## config.mk

```make
export PLATFORM = sky130hd
export DESIGN_NAME = periodic_timer
export DESIGN_NICKNAME = d
export VERILOG_FILES = /design/src/rtl/tmr_pkg.sv /design/src/rtl/tmr_tick_gen.sv /design/src/rtl/tmr_countdown.sv /design/src/rtl/tmr_irq_ctrl.sv /design/src/rtl/periodic_timer.sv
export SDC_FILE = /design/constraint.sdc
export NUM_CORES = 1
export LEC_CHECK = 0
export ABC_AREA = 1
export BUFFER_PORTS_ARGS = -buffer_cell sky130_fd_sc_hd__buf_2
export CORE_MARGIN = 3
export CORE_UTILIZATION = 45
export DETAILED_ROUTE_END_ITERATION = 12
export PLACE_DENSITY = 0.64
export SYNTH_ARGS = -nofsm -noshare
export SYNTH_HDL_FRONTEND = slang
export SYNTH_SLANG_ARGS = --single-unit
export TNS_END_PERCENT = 1
```

## constraint.sdc

```tcl
create_clock -name clk -period 1.7 [get_ports clk]
set_input_delay 0.34 -clock clk [delete_from_list [all_inputs] [get_ports clk]]
set_output_delay 0.34 -clock clk [all_outputs]
set_load 0.02 [all_outputs]
```

## src/rtl/tmr_pkg.sv

```systemverilog
package tmr_pkg;
  localparam logic [7:0] OFS_IEN  = 8'h00;
  localparam logic [7:0] OFS_STAT = 8'h04;
  localparam logic [7:0] OFS_CTRL = 8'h10;
  localparam logic [7:0] OFS_IVAL = 8'h14;
  localparam logic [7:0] OFS_CUR  = 8'h18;

  typedef enum logic [1:0] {
    SRC_NONE = 2'd0,
    SRC_OSC  = 2'd1,
    SRC_ALT  = 2'd2,
    SRC_RSVD = 2'd3
  } tick_src_e;

  // Field order follows the control register bit layout, MSB first.
  typedef struct packed {
    logic      one_shot;
    logic [2:0] prescale;
    tick_src_e src;
    logic      reload;
    logic      run;
  } ctrl_t;
endpackage

```

## src/rtl/tmr_tick_gen.sv

```systemverilog
module tmr_tick_gen #(
  parameter int PRE_W = 3
) (
  input  logic               clk,
  input  logic               rst,
  input  logic               run,
  input  tmr_pkg::tick_src_e src,
  input  logic [PRE_W-1:0]   prescale,
  input  logic               tick_osc,
  input  logic               tick_alt,
  output logic               tick_out
);
  import tmr_pkg::*;
  localparam int DIV_W = (1 << PRE_W) - 1;

  logic             src_tick;
  logic [DIV_W-1:0] div_cnt;
  logic [DIV_W-1:0] mask;

  always_comb begin
    case (src)
      SRC_OSC: src_tick = tick_osc;
      SRC_ALT: src_tick = tick_alt;
      default: src_tick = 1'b0;
    endcase
  end

  assign mask = ~({DIV_W{1'b1}} << prescale);

  always_ff @(posedge clk) begin
    if (rst || !run) div_cnt <= '0;
    else if (src_tick) div_cnt <= div_cnt + 1'b1;
  end

  assign tick_out = run && src_tick && ((div_cnt & mask) == mask);
endmodule

```

## src/rtl/tmr_countdown.sv

```systemverilog
module tmr_countdown #(
  parameter int CNT_W = 32
) (
  input  logic                  clk,
  input  logic                  rst,
  input  logic                  ctrl_we,
  input  tmr_pkg::ctrl_t        ctrl_wdata,
  input  logic [CNT_W-1:0]      ival,
  input  logic                  tick,
  output tmr_pkg::ctrl_t        ctrl_q,
  output logic [CNT_W-1:0]      count,
  output logic                  expire
);
  import tmr_pkg::*;

  logic hit;
  assign hit    = ctrl_q.run && tick && (count == CNT_W'(1));
  assign expire = hit && !ctrl_we;

  always_ff @(posedge clk) begin
    if (rst) begin
      ctrl_q <= '0;
      count  <= '0;
    end else if (ctrl_we) begin
      ctrl_q <= ctrl_wdata;
      if (ctrl_wdata.run && !ctrl_q.run) count <= ival;
    end else if (hit) begin
      if (ctrl_q.one_shot) begin
        count      <= '0;
        ctrl_q.run <= 1'b0;
      end else if (ctrl_q.reload) begin
        count <= ival;
      end else begin
        count <= '0;
      end
    end else if (ctrl_q.run && tick && count != '0) begin
      count <= count - 1'b1;
    end
  end
endmodule

```

## src/rtl/tmr_irq_ctrl.sv

```systemverilog
module tmr_irq_ctrl #(
  parameter int NCH = 1
) (
  input  logic           clk,
  input  logic           rst,
  input  logic           ien_we,
  input  logic           stat_we,
  input  logic [NCH-1:0] wdata,
  input  logic [NCH-1:0] evt,
  output logic [NCH-1:0] ien,
  output logic [NCH-1:0] status,
  output logic           irq
);
  for (genvar i = 0; i < NCH; i++) begin : g_ch
    always_ff @(posedge clk) begin
      if (rst) status[i] <= 1'b0;
      else if (evt[i]) status[i] <= 1'b1;
      else if (stat_we && wdata[i]) status[i] <= 1'b0;
    end
  end

  always_ff @(posedge clk) begin
    if (rst) begin
      ien <= '0;
      irq <= 1'b0;
    end else begin
      if (ien_we) ien <= wdata;
      irq <= |(status & ien);
    end
  end
endmodule

```

## src/rtl/periodic_timer.sv

```systemverilog
module periodic_timer #(
  parameter int DATA_W = 32,
  parameter int CNT_W  = 32,
  parameter int PRE_W  = 3,
  parameter int NCH    = 1
) (
  input  logic              clk,
  input  logic              rst,
  input  logic              bus_sel,
  input  logic              bus_wr,
  input  logic [7:0]        bus_addr,
  input  logic [DATA_W-1:0] bus_wdata,
  output logic [DATA_W-1:0] bus_rdata,
  input  logic              tick_osc,
  input  logic              tick_alt,
  output logic              irq
);
  import tmr_pkg::*;
  localparam int CTRL_W = $bits(ctrl_t);

  logic             wr_cyc, rd_cyc;
  logic [CNT_W-1:0] ival_q, count_q;
  ctrl_t            ctrl_q;
  logic             tick_en, expire;
  logic [NCH-1:0]   ien_q, stat_q, evt;

  assign wr_cyc = bus_sel && bus_wr;
  assign rd_cyc = bus_sel && !bus_wr;

  always_ff @(posedge clk) begin
    if (rst) ival_q <= '0;
    else if (wr_cyc && bus_addr == OFS_IVAL) ival_q <= bus_wdata[CNT_W-1:0];
  end

  tmr_tick_gen #(.PRE_W(PRE_W)) u_tick (
    .clk(clk), .rst(rst), .run(ctrl_q.run), .src(ctrl_q.src),
    .prescale(PRE_W'(ctrl_q.prescale)), .tick_osc(tick_osc),
    .tick_alt(tick_alt), .tick_out(tick_en)
  );

  tmr_countdown #(.CNT_W(CNT_W)) u_cnt (
    .clk(clk), .rst(rst),
    .ctrl_we(wr_cyc && bus_addr == OFS_CTRL),
    .ctrl_wdata(ctrl_t'(bus_wdata[CTRL_W-1:0])),
    .ival(ival_q), .tick(tick_en), .ctrl_q(ctrl_q),
    .count(count_q), .expire(expire)
  );

  always_comb begin
    evt    = '0;
    evt[0] = expire;
  end

  tmr_irq_ctrl #(.NCH(NCH)) u_irq (
    .clk(clk), .rst(rst),
    .ien_we(wr_cyc && bus_addr == OFS_IEN),
    .stat_we(wr_cyc && bus_addr == OFS_STAT),
    .wdata(bus_wdata[NCH-1:0]), .evt(evt),
    .ien(ien_q), .status(stat_q), .irq(irq)
  );

  always_ff @(posedge clk) begin
    if (rst) bus_rdata <= '0;
    else if (rd_cyc) begin
      case (bus_addr)
        OFS_IEN:  bus_rdata <= DATA_W'(ien_q);
        OFS_STAT: bus_rdata <= DATA_W'(stat_q);
        OFS_CTRL: bus_rdata <= DATA_W'(ctrl_q);
        OFS_IVAL: bus_rdata <= DATA_W'(ival_q);
        OFS_CUR:  bus_rdata <= DATA_W'(count_q);
        default:  bus_rdata <= '0;
      endcase
    end
  end
endmodule

```

==> results_dict.tcl <==
set metrics [dict create \
    synthArstFlopShare_pct 0 \
    insertion_delay_ns 0.42 \
    finalPower_mw 6.20 \
    core_um2 13500 \
    fin_skew_ns 0.00512 \
    slew_headroom_pct 62.1 \
    area_growth_pct 37.6 \
    wl_per_cell_um 14.9 \
    stdcell_area_um2 8640 \
    crit_slowest_cell "dfxtp_2" \
    grt_antenna_before_repair 0 \
    grt_max_degree 61 \
    hp-class "input pin to flip-flop" \
    ys_seq_area_share_pct 36.4 \
    root_buffer "clkbuf_16" \
    finalHoldViolCount 0 \
    start_kind "flip-flop" \
    rsz0062_at_grt "yes" \
    status "finished, violations left" \
    path_max_fanout 9 \
    ant_nets 0 \
    io_buffers 78 \
    num_antenna_cells 0 \
    synth_top_cell_area_share_pct 36.4 \
    postLayoutSetupSlackWorst_ns -0.127 \
    drtIter0Drc 497 \
    viasPerCell 5.09 \
    synthesis.area_um2 6280 \
    dieArea_um2 15400 \
    numPlacedInstances 1327 \
    cap_violations 0 \
    place.gp.congestion 0.917 \
    die_h_um 124 \
    synth-edff-count 0 \
    synth_warnings 0 \
    fillers 1300 \
    synth_flop_cell "dfxtp_1" \
    syn_avg_cell_area_um2 6.43 \
    setup_viol 34 \
    path_buf_inv 2 \
    place_area_um2 7870 \
    arrival_ns 2.12 \
    ys_ff_latch 114 \
    start_util_pct 46.7 \
    failed_checks "negative setup slack" \
    finalCritPeriodShare_pct 107 \
    max_slew.worst_pin.slew_ns 0.566 \
    critical-path-max-stage-delay_ns 0.33 \
    synthCells 976 \
    path_class "flip-flop to flip-flop" \
    syn_nets 1027 \
    pwr_density_cell_nw_per_um2 718 \
    rrSetupSlack_ns -0.13 \
    p_leak_nw 4.10 \
    die_w_um 124 \
    synth_top_area_cell "dfxtp_1" \
    core.rowCount 42 \
    layout.nets 1226 \
    synth.distinct_cells 38 \
    crit_path_cell_trace "inv_2 > ha_4 > nand2_4 > a21oi_4 > nand3_2 > nor2_4 > buf_4 > nand3_1 > o311ai_1 > a21oi_1" \
    drtPass1Iterations 5 \
    cts.sinks 114 \
    netlist_top_cells_area "dfxtp_1 (36%), nand2_1 (14%), a21oi_1 (8.5%), inv_1 (7.2%), o21ai_0 (6.8%)" \
    period_minus_slack_ns 1.83 \
    clockBufferDepth 2 \
    final_cell_mix "nand2_1 (226), buf_4 (133), inv_1 (114)" \
    htree_levels 4 \
    path_clk_slew_ns 0.05 \
    max_freq_mhz 547 \
    cts_inserted_buffers 17 \
    place_ws_ns -0.151 \
    cts_tree "yes" \
    final_core_util_pct 64.2 \
    place_hpwl_um 14300 \
    required_ns 2.00 \
    vdd_ir_drop_max_mv 0.855 \
    overflow 0 \
    drive_gt1_share_pct 27.7 \
    drt-total-wl_um 20300 \
    multi_input_area_um2 3520 \
    gr-usage-all-layers_pct 26.8 \
    vias 6933 \
    area.sequential_um2 2290 \
    stdcell_count 1362 \
    num_io_pins 79 \
    grt_pass1_wl_um 32000 \
    grt_pass1_vias 6395 \
    layout_commonest_cell "nand2_1" \
    drc 0 \
    maxSlewViolCount 0 \
    endpoint_kind "flip-flop" \
    crit_family "simple AND/OR/NAND/NOR gates" \
]
-- worst register-to-register path, delay by kind of cell (launching register included) --
family                     cells  cell delay, ns
AOI/OAI and AO/OA              3            0.37
adders and majority gates      1            0.13
buffers and inverters          2            0.32
DFF                            1            0.33
and+or+nand+nor                4            0.54
-- logic make-up after synthesis --
logic type	after synthesis	synth area share, %
and+or+nand+nor	447	30.9
AOI/OAI and AO/OA	228	19.1
buffers and inverters	171	11.1
DFF	114	36.4
xor gates and xnor gates	11	1.54
adders and majority gates	5	0.997
-- Yosys cell counts (2+ instances only) --
| cell | number |
|---|---|
| buf_2 | 10 |
| buf_1 | 2 |
| nand3_2 | 2 |
| nand4_1 | 8 |
| xor2_1 | 10 |
| nand2_2 | 3 |
| nor2_1 | 96 |
| clkbuf_1 | 26 |
| inv_2 | 4 |
| nand3_1 | 77 |
| nor2_4 | 4 |
| nor2_2 | 5 |
| nor3_1 | 8 |
| nand2_4 | 4 |
| o21ai_1 | 4 |
| inv_1 | 121 |
| o21ai_0 | 85 |
| dfxtp_1 | 114 |
| buf_6 | 5 |
| ha_1 | 5 |
| o221ai_1 | 2 |
| a21oi_1 | 106 |
| o22ai_1 | 26 |
| nand2_1 | 235 |
-- registers in the layout (all words and copies together) (netlist names) --
register / flops
ival_q: 32
u_irq.status: 1
bus_rdata: 32
u_tick.div_cnt: 7
u_irq.ien: 1
u_cnt.count: 32
u_cnt.ctrl_q: 8
u_irq.irq: 1
-- path summary, 6_finish.rpt --
path,start,endpoint,cells past startpoint
setup / recovery,u_cnt.ctrl_q[3],u_irq.status,10
hold / removal,bus_wdata[16],ival_q[16],3
setup reg to reg,u_cnt.ctrl_q[3],u_irq.status,10
hold reg to reg,u_irq.ien,u_irq.irq,2
-- final cells by class --
| type | count | share of cell area (%) |
|---|---|---|
| multi-input combinational | 693 | 40.7 |
| sequential | 114 | 26.5 |
| timing repair buffer | 223 | 18.5 |
| inverter | 126 | 5.55 |
| clock buffer | 23 | 5.42 |
| tap | 176 | 2.55 |
| clock inverter | 7 | 0.695 |
-- metal layers --
metal	track usage [%]	up-vias	part of all wire, %
met5	0	-	0
met4	7.19	0	1.3
met3	5.27	20	6.1
met2	42.5	208	45
met1	37.3	3131	48
li1	-	3574	-
-- power by group --
| part | total (mW) | leakage, nW | internal [mW] | switching (mW) |
|---|---|---|---|---|
| combinational | 0.248 | 2.91 | 0.0949 | 0.153 |
| sequential | 2.68 | 0.921 | 2.68 | 0.00171 |
| clock | 3.28 | 0.266 | 2.05 | 1.23 |
| total | 6.20 | 4.10 | 4.82 | 1.38 |
-- repair_timing --
action | CTS | global route
endpoints found under the setup margin | 35 | 36
buffers inserted | 0 | 2
hold endpoints to repair | 0 | 0
hold buffers | 0 | 0
cloned | 2 | 1
pin swaps | 12 | 17
resized for setup | 19 | 48
-- stage by stage --
step / setup TNS (ns) / hold slack, ns
finish: -2.27 / 0.196
global route: -6.38 / 0.205
CTS: -1.77 / 0.180
detailed placement: -3.70 / 0.445
global placement: -3.18 / 0.444
floorplan: 0 / 0.422
No activity file was read; power rests on OpenSTA's default activity.
